`src/rtl/spi_regfront_pkg.sv`:
```
package spi_regfront_pkg;

    localparam int WORD_W     = 32;
    localparam int REG_ADDR_W = 4;
    localparam int BYTE_W     = 8;
    localparam int Q_DEPTH    = 8;

    // control bit positions that the logic decodes
    localparam int CB_ENABLE   = 0;
    localparam int CB_INT_EN   = 1;
    localparam int CB_PEND     = 2;
    localparam int CB_TX_FLUSH = 16;
    localparam int CB_RX_FLUSH = 17;

    // bits stored verbatim from a control write
    localparam logic [WORD_W-1:0] CTRL_KEEP_MASK = 32'hE000_FFFB;

    typedef enum logic [1:0] {
        SEL_CTRL = 2'd0,
        SEL_STAT = 2'd1,
        SEL_TXD  = 2'd2,
        SEL_RXD  = 2'd3
    } reg_sel_e;

    // first field is the most significant bit
    typedef struct packed {
        logic busy;
        logic rx_empty;
        logic rx_full;
        logic tx_empty;
        logic tx_full;
    } status_t;

    typedef struct packed {
        logic ctrl_wr;
        logic tx_push;
        logic rx_pop;
    } strobes_t;

    function automatic reg_sel_e decode_sel(input logic [REG_ADDR_W-1:0] addr);
        return reg_sel_e'(addr[3:2]);
    endfunction

    function automatic logic [WORD_W-1:0] status_word(input status_t s);
        return {{(WORD_W - $bits(status_t)){1'b0}}, s};
    endfunction

endpackage

```
`src/rtl/spi_regfront_fifo.sv`:
```
module spi_regfront_fifo #(
    parameter int WIDTH = 8,
    parameter int DEPTH = 8,
    localparam int PTR_W = (DEPTH > 1) ? $clog2(DEPTH) : 1,
    localparam int CNT_W = $clog2(DEPTH + 1)
) (
    input  logic             clk,
    input  logic             rst,
    input  logic             flush,
    input  logic             push,
    input  logic [WIDTH-1:0] push_data,
    input  logic             pop,
    output logic [WIDTH-1:0] head,
    output logic             full,
    output logic             empty,
    output logic [CNT_W-1:0] level
);

    logic [WIDTH-1:0] mem [DEPTH];
    logic [PTR_W-1:0] wr_ptr;
    logic [PTR_W-1:0] rd_ptr;
    logic [CNT_W-1:0] cnt;
    logic             push_ok;
    logic             pop_ok;

    function automatic logic [PTR_W-1:0] ptr_next(input logic [PTR_W-1:0] p);
        return (p == PTR_W'(DEPTH - 1)) ? '0 : p + PTR_W'(1);
    endfunction

    assign empty   = (cnt == '0);
    assign full    = (cnt == CNT_W'(DEPTH));
    assign push_ok = push && !full && !flush;
    assign pop_ok  = pop && !empty && !flush;
    assign head    = mem[rd_ptr];
    assign level   = cnt;

    always_ff @(posedge clk) begin
        if (rst || flush) begin
            wr_ptr <= '0;
            rd_ptr <= '0;
            cnt    <= '0;
        end else begin
            if (push_ok) wr_ptr <= ptr_next(wr_ptr);
            if (pop_ok)  rd_ptr <= ptr_next(rd_ptr);
            case ({push_ok, pop_ok})
                2'b10:   cnt <= cnt + CNT_W'(1);
                2'b01:   cnt <= cnt - CNT_W'(1);
                default: cnt <= cnt;
            endcase
        end
    end

    always_ff @(posedge clk) begin
        if (push_ok) mem[wr_ptr] <= push_data;
    end

endmodule

```
`src/rtl/spi_regfront_ctrl.sv`:
```
module spi_regfront_ctrl
    import spi_regfront_pkg::*;
(
    input  logic              clk,
    input  logic              rst,
    input  logic              wr_en,
    input  logic [WORD_W-1:0] wdata,
    input  logic              hw_done,
    output logic [WORD_W-1:0] ctrl_word,
    output logic              tx_flush,
    output logic              rx_flush,
    output logic              int_en,
    output logic              pending
);

    logic [WORD_W-1:0] keep_q;
    logic              pend_q;

    always_ff @(posedge clk) begin
        if (rst) begin
            keep_q <= '0;
        end else if (wr_en) begin
            keep_q <= wdata & CTRL_KEEP_MASK;
        end
    end

    // a completing transfer outranks a same-cycle software clear
    always_ff @(posedge clk) begin
        if (rst) begin
            pend_q <= 1'b0;
        end else if (hw_done) begin
            pend_q <= 1'b1;
        end else if (wr_en && wdata[CB_PEND]) begin
            pend_q <= 1'b0;
        end
    end

    assign tx_flush  = wr_en && wdata[CB_TX_FLUSH];
    assign rx_flush  = wr_en && wdata[CB_RX_FLUSH];
    assign int_en    = keep_q[CB_INT_EN];
    assign pending   = pend_q;
    assign ctrl_word = keep_q | (WORD_W'(pend_q) << CB_PEND);

endmodule

```
`src/rtl/spi_regfront_decode.sv`:
```
module spi_regfront_decode
    import spi_regfront_pkg::*;
#(
    parameter int DATA_W = 8
) (
    input  logic                  bus_valid,
    input  logic                  bus_write,
    input  logic [REG_ADDR_W-1:0] bus_addr,
    input  logic [WORD_W-1:0]     ctrl_word,
    input  status_t               status,
    input  logic [DATA_W-1:0]     rx_head,
    output strobes_t              strb,
    output logic [WORD_W-1:0]     rdata
);

    reg_sel_e sel;

    assign sel = decode_sel(bus_addr);

    always_comb begin
        strb         = '0;
        strb.ctrl_wr = bus_valid && bus_write && (sel == SEL_CTRL);
        strb.tx_push = bus_valid && bus_write && (sel == SEL_TXD);
        strb.rx_pop  = bus_valid && !bus_write && (sel == SEL_RXD);
    end

    always_comb begin
        rdata = '0;
        if (bus_valid && !bus_write) begin
            unique case (sel)
                SEL_CTRL: rdata = ctrl_word;
                SEL_STAT: rdata = status_word(status);
                SEL_RXD:  rdata = status.rx_empty ? '0 : WORD_W'(rx_head);
                default:  rdata = '0;
            endcase
        end
    end

endmodule

```
`src/rtl/spi_regfront.sv`:
```
module spi_regfront
    import spi_regfront_pkg::*;
#(
    parameter int FIFO_W     = BYTE_W,
    parameter int FIFO_DEPTH = Q_DEPTH,
    localparam int LVL_W = $clog2(FIFO_DEPTH + 1)
) (
    input  logic                  clk,
    input  logic                  rst,
    input  logic                  bus_valid,
    input  logic                  bus_write,
    input  logic [REG_ADDR_W-1:0] bus_addr,
    input  logic [WORD_W-1:0]     bus_wdata,
    output logic [WORD_W-1:0]     bus_rdata,
    output logic [WORD_W-1:0]     eng_cfg,
    output logic                  eng_tx_valid,
    output logic [FIFO_W-1:0]     eng_tx_data,
    input  logic                  eng_tx_pop,
    output logic                  eng_rx_ready,
    input  logic [FIFO_W-1:0]     eng_rx_data,
    input  logic                  eng_rx_push,
    input  logic                  eng_busy,
    input  logic                  eng_done,
    output logic                  irq
);

    strobes_t          strb;
    status_t           status;
    logic [WORD_W-1:0] ctrl_word;
    logic              tx_flush;
    logic              rx_flush;
    logic              int_en;
    logic              pending;
    logic              tx_full;
    logic              tx_empty;
    logic              rx_full;
    logic              rx_empty;
    logic [FIFO_W-1:0] rx_head;
    logic [LVL_W-1:0]  tx_level;
    logic [LVL_W-1:0]  rx_level;

    spi_regfront_decode #(.DATA_W(FIFO_W)) u_dec (
        .bus_valid (bus_valid),
        .bus_write (bus_write),
        .bus_addr  (bus_addr),
        .ctrl_word (ctrl_word),
        .status    (status),
        .rx_head   (rx_head),
        .strb      (strb),
        .rdata     (bus_rdata)
    );

    spi_regfront_ctrl u_ctrl (
        .clk       (clk),
        .rst       (rst),
        .wr_en     (strb.ctrl_wr),
        .wdata     (bus_wdata),
        .hw_done   (eng_done),
        .ctrl_word (ctrl_word),
        .tx_flush  (tx_flush),
        .rx_flush  (rx_flush),
        .int_en    (int_en),
        .pending   (pending)
    );

    spi_regfront_fifo #(.WIDTH(FIFO_W), .DEPTH(FIFO_DEPTH)) u_txq (
        .clk       (clk),
        .rst       (rst),
        .flush     (tx_flush),
        .push      (strb.tx_push),
        .push_data (bus_wdata[FIFO_W-1:0]),
        .pop       (eng_tx_pop),
        .head      (eng_tx_data),
        .full      (tx_full),
        .empty     (tx_empty),
        .level     (tx_level)
    );

    spi_regfront_fifo #(.WIDTH(FIFO_W), .DEPTH(FIFO_DEPTH)) u_rxq (
        .clk       (clk),
        .rst       (rst),
        .flush     (rx_flush),
        .push      (eng_rx_push),
        .push_data (eng_rx_data),
        .pop       (strb.rx_pop),
        .head      (rx_head),
        .full      (rx_full),
        .empty     (rx_empty),
        .level     (rx_level)
    );

    always_comb begin
        status.busy     = eng_busy;
        status.rx_empty = rx_empty;
        status.rx_full  = rx_full;
        status.tx_empty = tx_empty;
        status.tx_full  = tx_full;
    end

    assign eng_cfg      = ctrl_word;
    assign eng_tx_valid = !tx_empty;
    assign eng_rx_ready = !rx_full;
    assign irq          = int_en && pending;

endmodule

```
`config.mk`:
```
export PLATFORM = sky130hd
export DESIGN_NAME = spi_regfront
export DESIGN_NICKNAME = d
export VERILOG_FILES = /design/src/rtl/spi_regfront_pkg.sv /design/src/rtl/spi_regfront_fifo.sv /design/src/rtl/spi_regfront_ctrl.sv /design/src/rtl/spi_regfront_decode.sv /design/src/rtl/spi_regfront.sv
export SDC_FILE = /design/constraint.sdc
export NUM_CORES = 1
export LEC_CHECK = 0
export BUFFER_PORTS_ARGS = -buffer_cell sky130_fd_sc_hd__buf_2
export CAP_MARGIN = 20
export CORE_ASPECT_RATIO = 2
export CORE_MARGIN = 5
export CORE_UTILIZATION = 50
export DETAILED_ROUTE_END_ITERATION = 8
export PLACE_DENSITY = 0.72
export SYNTH_ARGS = -nofsm -noshare
export SYNTH_HDL_FRONTEND = slang
export SYNTH_SLANG_ARGS = --single-unit
```
`constraint.sdc`:
```
create_clock -name clk -period 8.1 [get_ports clk]
set_input_delay 1.62 -clock clk [delete_from_list [all_inputs] [get_ports clk]]
set_output_delay 1.62 -clock clk [all_outputs]
set_load 0.01 [all_outputs]
```
Word-level counts from Yosys, hierarchy flattened

Memories as Yosys holds them, arrays and structs flattened. A register that Yosys moved wholly into a read port is not among the register bits.
Index checks and enable logic that the tools add are counted.

RAM bits: 128
Memories: 2
Register bits: 39
Latch bits: 0
Memory bits (read-only): 0
Output and inout bits: 75

Memory list:

| name      | depth | width | rd ports | clocked after memory_dff | write ports | RTL line                | RTL |
|---|---|---|---|---|---|---|---|
| u_rxq.mem | 8     | 8     | 1        | 1                        | 1           | spi_regfront_fifo.sv:19 | `logic [WIDTH-1:0] mem [DEPTH];` |
| u_txq.mem | 8     | 8     | 1        | 1                        | 1           | spi_regfront_fifo.sv:19 |  |

Divide/modulo/power cells: 0
Order comparisons: 0
Add/subtract/negate cells: 8
Multipliers: 0
Bitwise operators: 1
Reduce and logical (&&, ||, !) cells: 32
Shift-type cells: 0
Equality and inequality tests: 13
Muxes and demuxes: 19

Operator list:

| cell                | number |
|---|---|
| $pmux 32 s3         | 1 |
| $mux 32             | 1 |
| $or 32x3->32        | 1 |
| $mux 3              | 8 |
| $logic_and 1x1->1   | 17 |
| $pmux 4 s2          | 2 |
| $add 3x1->3 const B | 4 |
| $eq 3x3->1 const B  | 4 |
| $add 4x1->4 const B | 2 |
| $eq 2x2->1 const B  | 4 |
| $eq 4x4->1 const B  | 2 |
| $logic_not 4->1     | 2 |
| $mux 8              | 1 |
| $sub 4x1->4 const B | 2 |
| $logic_not 1->1     | 7 |
| $eq 2x1->1 const B  | 3 |
| $mux 1              | 6 |
| $reduce_bool 2->1   | 3 |
| $logic_not 2->1     | 1 |
| $logic_or 1x1->1    | 2 |

Logic depth before layout (Yosys ltp)

Gate-level depths: netlist of run 1.

Depth in word-level cells: 7
Gate-level depth with buffers: 11
Gate-level depth less buffers: 10

By module

A second synthesis of run 1 with hierarchy kept.

Cells, all modules: 493
Area, all modules: 7,462.2 sq um

By module, submodules not included:

| module                    | cells each | area each (sq um) | times used |
|---|---|---|---|
| spi_regfront_fifo (u_txq) | 175        | 3,101.7           | 1 |
| spi_regfront_fifo (u_rxq) | 174        | 3,100.5           | 1 |
| spi_regfront_ctrl         | 80         | 805.8             | 1 |
| spi_regfront_decode       | 61         | 440.4             | 1 |
| spi_regfront              | 3          | 13.8              | 1 |

Least setup slack after synthesis of run 1

Ideal clock, no wire load.

Kind: in2out
Start: input port bus_addr[3]
End: output port bus_rdata[5]
Stages: 6
Data arrival time: 2,811 ps
Slack: 3,669 ps
Path buffers: 2
Cell sequence: or3b_2 -> clkbuf_1 -> nor2_1 -> clkbuf_1 -> nand2_1 -> o21ai_0

Longest elaborated chain between the ends: 3

Ends and longest elaborated chain:

| what                               | RTL line                  | RTL |
|---|---|---|
| start, declared                    | spi_regfront.sv:12        | `input logic [REG_ADDR_W-1:0] bus_addr,` |
| $eq 2x2->1 (tied with other cells) | spi_regfront_decode.sv:30 | `unique case (sel)` |
| $pmux 32 s3 (*)                    | spi_regfront_decode.sv:30 |  |
| $mux 32 (*)                        | spi_regfront_decode.sv:29 | `if (bus_valid && !bus_write) begin` |
| end, declared                      | spi_regfront.sv:14        | `output logic [WORD_W-1:0] bus_rdata,` |

Every way passes the cells marked *; elsewhere a longest branch is shown, timed or not.

Final worst setup path of run 1

Start: input port bus_addr[3]
End: output port bus_rdata[7]

The elaborated chain is that of the path after synthesis.

==> impl_results.md, run 1 <==
- Row cnt: 62
- RSZ-0062 raised after global routing: false
- Violation count after the first detailed-route iteration: 204
- Sequential element share of the synthesized area: 64.6%
- Fin util: 58.8%
- Max-slew violations: 0
- Clk_lat worst skew: 0.42 ns
- Fin nets: 657
- Non-filler cells, final: 797
- Critical path type: input pin to primary output
- FMAX: 196 MHz
- CP Max Fanout: 14
- Die Width: 95.7 µm
- Ports: 127
- Layout cells sized above 1: 28.9%
- Drc violations: 0
- Met3 usage: 4.06%
- Met2 Resource Use GR: 35.3%
- Routed Antenna Nets: 0
- Clk pwr share: 41.7%
- WP data arrival: 3.47 ns
- Core ar.: 14400 µm²
- Slowest CP cell: nor2_1
- Distinct cells, synth: 47
- Top_reg_cell synth: edfxtp_1
- Post-CTS sizing: 0
- GRT Overall Usage: 18.7%
- Total Wirelength: 15.4 mm
- Routed vias/inst: 5.41
- CTS Buf Count: 17
- Area growth from synthesis to layout: 15.4%
- Final Cell Area: 8480 µm²
- Die area: 17400 µm²
- Post-CTS setup buffers: 0
- Clock root buffer master: clkbuf_16
- #FFs+latches synth: 173
- Placed cell count: 763
- Post-Syn Area: 7350 µm²
- Pleak: 0.00306 µW
- Cell Area, Placed: 7860 µm²
- Largest net degree at the start of global routing: 24
- Total Neg Setup Slack: 0 ns
- Clk pin slew, worst setup/hold paths: 0.07 ns
- Wirelength per Cell: 19.3 µm
- Vias in the first global route: 4605
- Delay-heaviest family, CP: simple AND/OR/NAND/NOR gates
- Critical path launch point type: input pin
- Met1 Use GR: 20.0%
- Internal cell power: 1470 µW
- Detailed Routing Iterations Pass 1: 4
- H-tree depth: 4
- Sw Pwr: 413 µW
- Grt ovf: 0
- Slew margin rel.: 31.8%
- Gate power share: 6.3%
- Final HPWL DP: 11.3 mm
- Synth top area share: 52.3%
- Final worst-path cycle share: 62.9%
- CTS tree: yes
- Fraction of registers with async set/reset: 0%
- Placer Congestion: 0.780
- Crit-path cells: buf_2 -> or3b_2 -> nor2_1 -> nand2_1 -> o21ai_0 -> buf_2
- Final hold slack: 0.463 ns
- Final Critical Period: 5.09 ns
- Via count: 4315
- Net Sw Frac: 21.9%
- Power per standard cell area: 223 nW/µm²
- # hold bufs at CTS: 0
- Syn_area_per_cell: 14.5 µm²
- Clock sink total: 173
- Die Y: 181 µm
- Synth Instances: 506
- CP most frequent cell: buf_2
- Max-capacitance violation count: 0
- Critical path required time: 6.48 ns
- Share of power burned in registers: 51.9%
- Initial cell density of the core: 50.9%
- # port buffers: 87
- CTS max path bufs: 2
- Worst Tran Pin Value: 1.02 ns
- Filler cells: 1152
- CP peak stage delay: 0.67 ns
- First-pass GRT wire length: 24.1 mm
- Final setup vio count: 0
- HP Class: flip-flop to flip-flop
- Initial antenna violation count: 0
- Diode count: 0
- Crit end category: primary output
- Largest area contributor in the netlist: edfxtp_1
- Final Hold Vio Count: 0
- Main area contributors after synthesis: edfxtp_1 52%, dfxtp_1 12%, mux4_2 9.8%
- Gr busiest metal: met2
- Peak supply drop: 0.185 mV
- Status: completed
- Clock Skew: 0.0126 ns
- Yosys warning count: 0
- Buf/Inv on CP: 2
- EDFF count, synth: 128
[synth_stat cells (3+ instances only)]
| cell | instances |
|---|---|
| a21o_1 | 3 |
| a21oi_1 | 38 |
| and2_1 | 13 |
| buf_1 | 4 |
| buf_2 | 8 |
| buf_4 | 28 |
| clkbuf_1 | 14 |
| dfxtp_1 | 45 |
| edfxtp_1 | 128 |
| ha_1 | 13 |
| inv_1 | 4 |
| mux2_2 | 9 |
| mux2i_1 | 17 |
| mux4_2 | 32 |
| nand2_1 | 52 |
| nand2b_1 | 7 |
| nand3b_1 | 3 |
| nor2_1 | 22 |
| nor2b_1 | 3 |
| nor3_1 | 8 |
| nor3b_1 | 5 |
| nor4b_1 | 3 |
| o21ai_0 | 10 |
| o22ai_1 | 5 |
| or3_1 | 4 |
| xor2_1 | 4 |
[state kept, by name (all words and copies together) (netlist names), named ones only]
name / count
u_txq.wr_ptr: 3
u_txq.rd_ptr: 3
u_ctrl.pending: 1
u_rxq.mem: 64
u_rxq.rd_ptr: 3
u_rxq.wr_ptr: 3
u_ctrl.keep_q: 18
u_txq.level: 4
u_txq.mem: 64
u_rxq.level: 4
[layout make-up]
| class | count | area, µm² | share of cell area, % |
|---|---|---|---|
| clock inverter | 13 | 144 | 1.70 |
| inverter | 4 | 15.0 | 0.177 |
| timing repair buffer | 97 | 538 | 6.34 |
| sequential | 173 | 4740 | 55.9 |
| multi-input combinational | 299 | 2370 | 27.9 |
| tap | 192 | 240 | 2.83 |
| clock buffer | 19 | 433 | 5.10 |
[logic make-up (layout without fill, tap and decap cells)]
family / count (synthesis) / count (layout) / share of synthesized area (%)
other cells: 1 / 26 / 0.0510
xor+xnor: 4 / 4 / 0.477
simple gates: 135 / 135 / 9.57
fa+ha+maj: 13 / 13 / 2.21
mux: 58 / 58 / 13.5
compound gates: 63 / 63 / 4.94
flops: 173 / 173 / 64.6
buf+inv: 59 / 133 / 4.68
[final timing paths]
path                           from  cells after the start                end  slack, ns
setup reg to reg     u_rxq.level[1]                     10     u_rxq.level[2]       4.54
setup / recovery        bus_addr[3]                      6       bus_rdata[7]       3.01
hold / removal    u_ctrl.keep_q[14]                      2  u_ctrl.keep_q[14]       0.46
hold reg to reg   u_ctrl.keep_q[14]                      2  u_ctrl.keep_q[14]       0.46
[routing by layer]
| metal | routed length, µm | part of all wire [%] | vias to the layer above |
|---|---|---|---|
| li1 | - | - | 2020 |
| met1 | 5460 | 35 | 2165 |
| met2 | 9000 | 58 | 109 |
| met3 | 658 | 4.3 | 21 |
| met4 | 270 | 1.8 | 0 |
| met5 | 0 | 0 | - |
[metrics by stage]
stage | setup slack [ns] | power (µW)
after floorplan | 3.67 | 1080
after global placement | 2.98 | 1110
after detailed placement | 2.83 | 1120
after CTS | 2.98 | 1900
after global routing | 2.82 | 1950
final | 3.01 | 1890
[power groups by stage]
stage / Sequential, µW / Combinational, µW / Clock [µW]
floorplan: 994 / 87.2 / 0
global placement: 1000 / 107 / 0
detailed placement: 1000 / 112 / 0
CTS: 984 / 113 / 800
global route: 982 / 132 / 840
finish: 980 / 120 / 788
[layout by cell type, fill, tap and decap left out, drive strengths merged, types with 3 or more instances in the layout]
master,Yosys,final
a21o,3,3
buf,41,97
clkinv,0,7
o22ai,5,5
inv,4,6
nor2b,3,3
nand2,52,52
nand3b,3,3
nor3,8,8
dfxtp,45,45
edfxtp,128,128
nor3b,5,5
clkbuf,14,19
nor4b,3,3
ha,13,13
nor2,22,22
nand2b,7,7
a21oi,38,38
o21ai,10,10
and2,13,13
or3,4,4
xor2,4,4
mux2,9,9
mux4,32,32
mux2i,17,17
conb,1,26
[worst reg2reg max path, cell delays in order, from the launching register on]
cell and delay (ns):
dfxtp_1 0.39, nor4_2 0.46, or2_0 0.72, inv_1 0.23, ha_1 0.34, xor2_1 0.17
ha_1 0.20, nand2b_1 0.16, a31o_2 0.25, a311o_1 0.27, mux2_2 0.27
Power figures use the tool's default switching activity.
==> run 2: changes to the inputs <==
ABC_AREA = 1   (was not set)
PLACE_DENSITY = 0.75   (was 0.72)
clock period = 4.1 ns   (was 8.1 ns; I/O delays follow)
==> impl_results.md, run 2 <==
- Power per standard cell area: 485 nW/µm² (+120%)
- FMAX: 318 MHz
- Layout cells sized above 1: 18.9% (-10 points)
- #FFs+latches synth: 173 (unchanged)
- Most frequent cell after synthesis: nor2_1
- Sequential element share of the synthesized area: 62.9% (-1.6 points)
- Max-slew violations: 0 (unchanged)
- Status: completed
- Clk_lat worst skew: 0.43 ns (about the same)
- # port buffers: 87 (unchanged)
- Final setup vio count: 0 (unchanged)
- Dpl ws: 1.01 ns (-1.82 ns)
- Post-Syn Area: 7540 µm² (+2.6%)
- Most frequent cells in the layout: 155 x nor2_1, 128 x edfxtp_1, 87 x buf_2, 83 x nand2_1, 62 x o21ai_0
- Max-capacitance violation count: 0 (unchanged)
- Core ar.: 14800 µm² (+2.7%)
- Vias in the first global route: 5324 (+16%)
- Critical path launch point type: flip-flop
- Worst Tran Pin Value: 1.00 ns (-0.0153 ns)
- Drc violations: 0 (unchanged)
- Synth top area share: 51.0% (-1.3 points)
- Violation count after the first detailed-route iteration: 336 (+65%)
- Distinct cells, synth: 38 (-19%)
- Post-CTS setup buffers: 0 (unchanged)
- CTS Buf Count: 17 (unchanged)
- Post-CTS sizing: 0 (unchanged)
- Row cnt: 63 (+1.6%)
- Ports: 127 (unchanged)
- Routed Antenna Nets: 0 (unchanged)
- Largest area contributor in the netlist: edfxtp_1
- Most frequent cells after synthesis: 155 x nor2_1, 128 x edfxtp_1, 83 x nand2_1
- Wirelength per Cell: 16.4 µm (-15%)
- Final Critical Period: 3.14 ns
- Area growth from synthesis to layout: 15.3%
- Clock Skew: 0.0109 ns (-0.00166 ns)
- RSZ-0062 raised after global routing: false
- Peak supply drop: 0.393 mV (+110%)
- Main area contributors after synthesis: edfxtp_1 51%, dfxtp_1 12%, nor2_1 7.7%
- Final hold slack: 0.493 ns (+0.0303 ns)
- Placer Congestion: 0.816 (+4.5%)
- HP Class: flip-flop to flip-flop
- Initial cell density of the core: 50.9% (-0.058 points)
- Clock sink total: 173 (unchanged)
- Final Hold Vio Count: 0 (unchanged)
- Critical path type: flip-flop to primary output
- Die area: 17800 µm² (+2.4%)
- Top_reg_cell synth: edfxtp_1
- CP Max Fanout: 28 (+14)
- Synth Instances: 727 (+44%)
- # hold bufs at CTS: 0 (unchanged)
- Pleak: 0.00347 µW (+14%)
- Clock root buffer master: clkbuf_16
- CTS max path bufs: 2 (unchanged)
- CTS tree: yes
- WP data arrival: 2.32 ns (-1.15 ns)
- Detailed Routing Iterations Pass 1: 5 (+1)
- GRT Overall Usage: 19.1% (+0.37 points)
- Final worst setup slack: 0.959 ns (-2.05 ns)
- Total Wirelength: 16.8 mm (+9.1%)
- Area of the multi-input gates: 2360 µm² (-0.37%)
- First-pass GRT wire length: 26.4 mm (+9.3%)
- Clk pin slew, worst setup/hold paths: 0.07 ns (about the same)
- Via count: 5425 (+26%)
- Yosys warning count: 0 (unchanged)
- Die Y: 184 µm (+1.2%)
- Critical path required time: 3.28 ns (-3.20 ns)
- Fin nets: 883 (+34%)
- Total Neg Setup Slack: 0 ns (unchanged)
- Largest net degree at the start of global routing: 33 (+38%)
- Leading cell type in the layout, fill and taps excluded: nor2_1
- Grt ovf: 0 (unchanged)
- Routed vias/inst: 5.28 (-2.4%)
- Biggest regs: u_rxq.mem (64), u_txq.mem (64), u_ctrl.keep_q (18)
- EDFF count, synth: 128 (unchanged)
- Final worst-path cycle share: 76.6%
- Slew margin rel.: 32.9% (+1.2 points)
- Initial antenna violation count: 1 (+1)
- Crit end category: primary output
- Filler cells: 1276 (+11%)
- Fraction of registers with async set/reset: 0% (unchanged)
- H-tree depth: 4 (unchanged)
- Die Width: 96.8 µm (+1.2%)
- Seq. cell area: 4740 µm² (unchanged)
- Syn_area_per_cell: 10.4 µm² (-29%)
- Final HPWL DP: 12.1 mm (+6.9%)
-- run 2: area by class of cell --
class | instances | area share (%)
timing repair buffer | 103 | 6.39
inverter | 50 | 2.17
sequential | 173 | 54.6
multi-input combinational | 473 | 27.1
clock inverter | 15 | 1.97
tap | 195 | 2.81
clock buffer | 17 | 4.89
antenna | 1 | 0.0288
-- run 2: final timing paths --
check / start / endpoint / slack (ns) / cells past startpoint
setup / recovery: flip-flop / bus_rdata[4] / 0.96 / 5
hold / removal: u_txq.rd_ptr[2] / u_txq.rd_ptr[2] / 0.49 / 2
setup reg to reg: u_txq.level[0] / u_txq.level[2] / 1.82 / 10
hold reg to reg: u_txq.rd_ptr[2] / u_txq.rd_ptr[2] / 0.49 / 2
-- run 2: cells by family after synthesis --
family / synth area share [%]
buffers and inverters: 7.00
other: 0.0497
AND/OR/NAND/NOR: 15.9
flip-flops: 62.9
XOR/XNOR: 0.581
adder cells (fa/ha/maj): 2.16
AO/OA/AOI/OAI: 11.4
-- run 2: where the power goes --
part	switching [µW]	internal [µW]
clock	738	872
combinational	406	213
sequential	52.4	1940
total	1200	3020
-- run 2: worst max-delay path, stage by stage (launching register included) --
cell	delay, ns
dfxtp_1	0.91
o21ai_0	0.27
o211ai_1	0.26
nand3_1	0.15
a21oi_1	0.15
buf_2	0.16
-- run 2: routing by layer --
metal / vias up / track usage [%] / part of all wire, %
li1: 2646 / - / -
met1: 2568 / 18.3 / 35
met2: 175 / 37.6 / 56
met3: 36 / 3.53 / 5.1
met4: 0 / 10.2 / 3.9
met5: - / 0 / 0
-- run 2: stage by stage --
step	instance area (µm²)	util (%)	power, µW	std cells
floorplan	7630	-	2460	752
global placement	8090	54.6	2630	994
detailed placement	8090	54.6	2650	994
CTS	8690	58.6	4230	1026
global route	8690	58.7	4380	1027
finish	8690	58.7	4220	1027
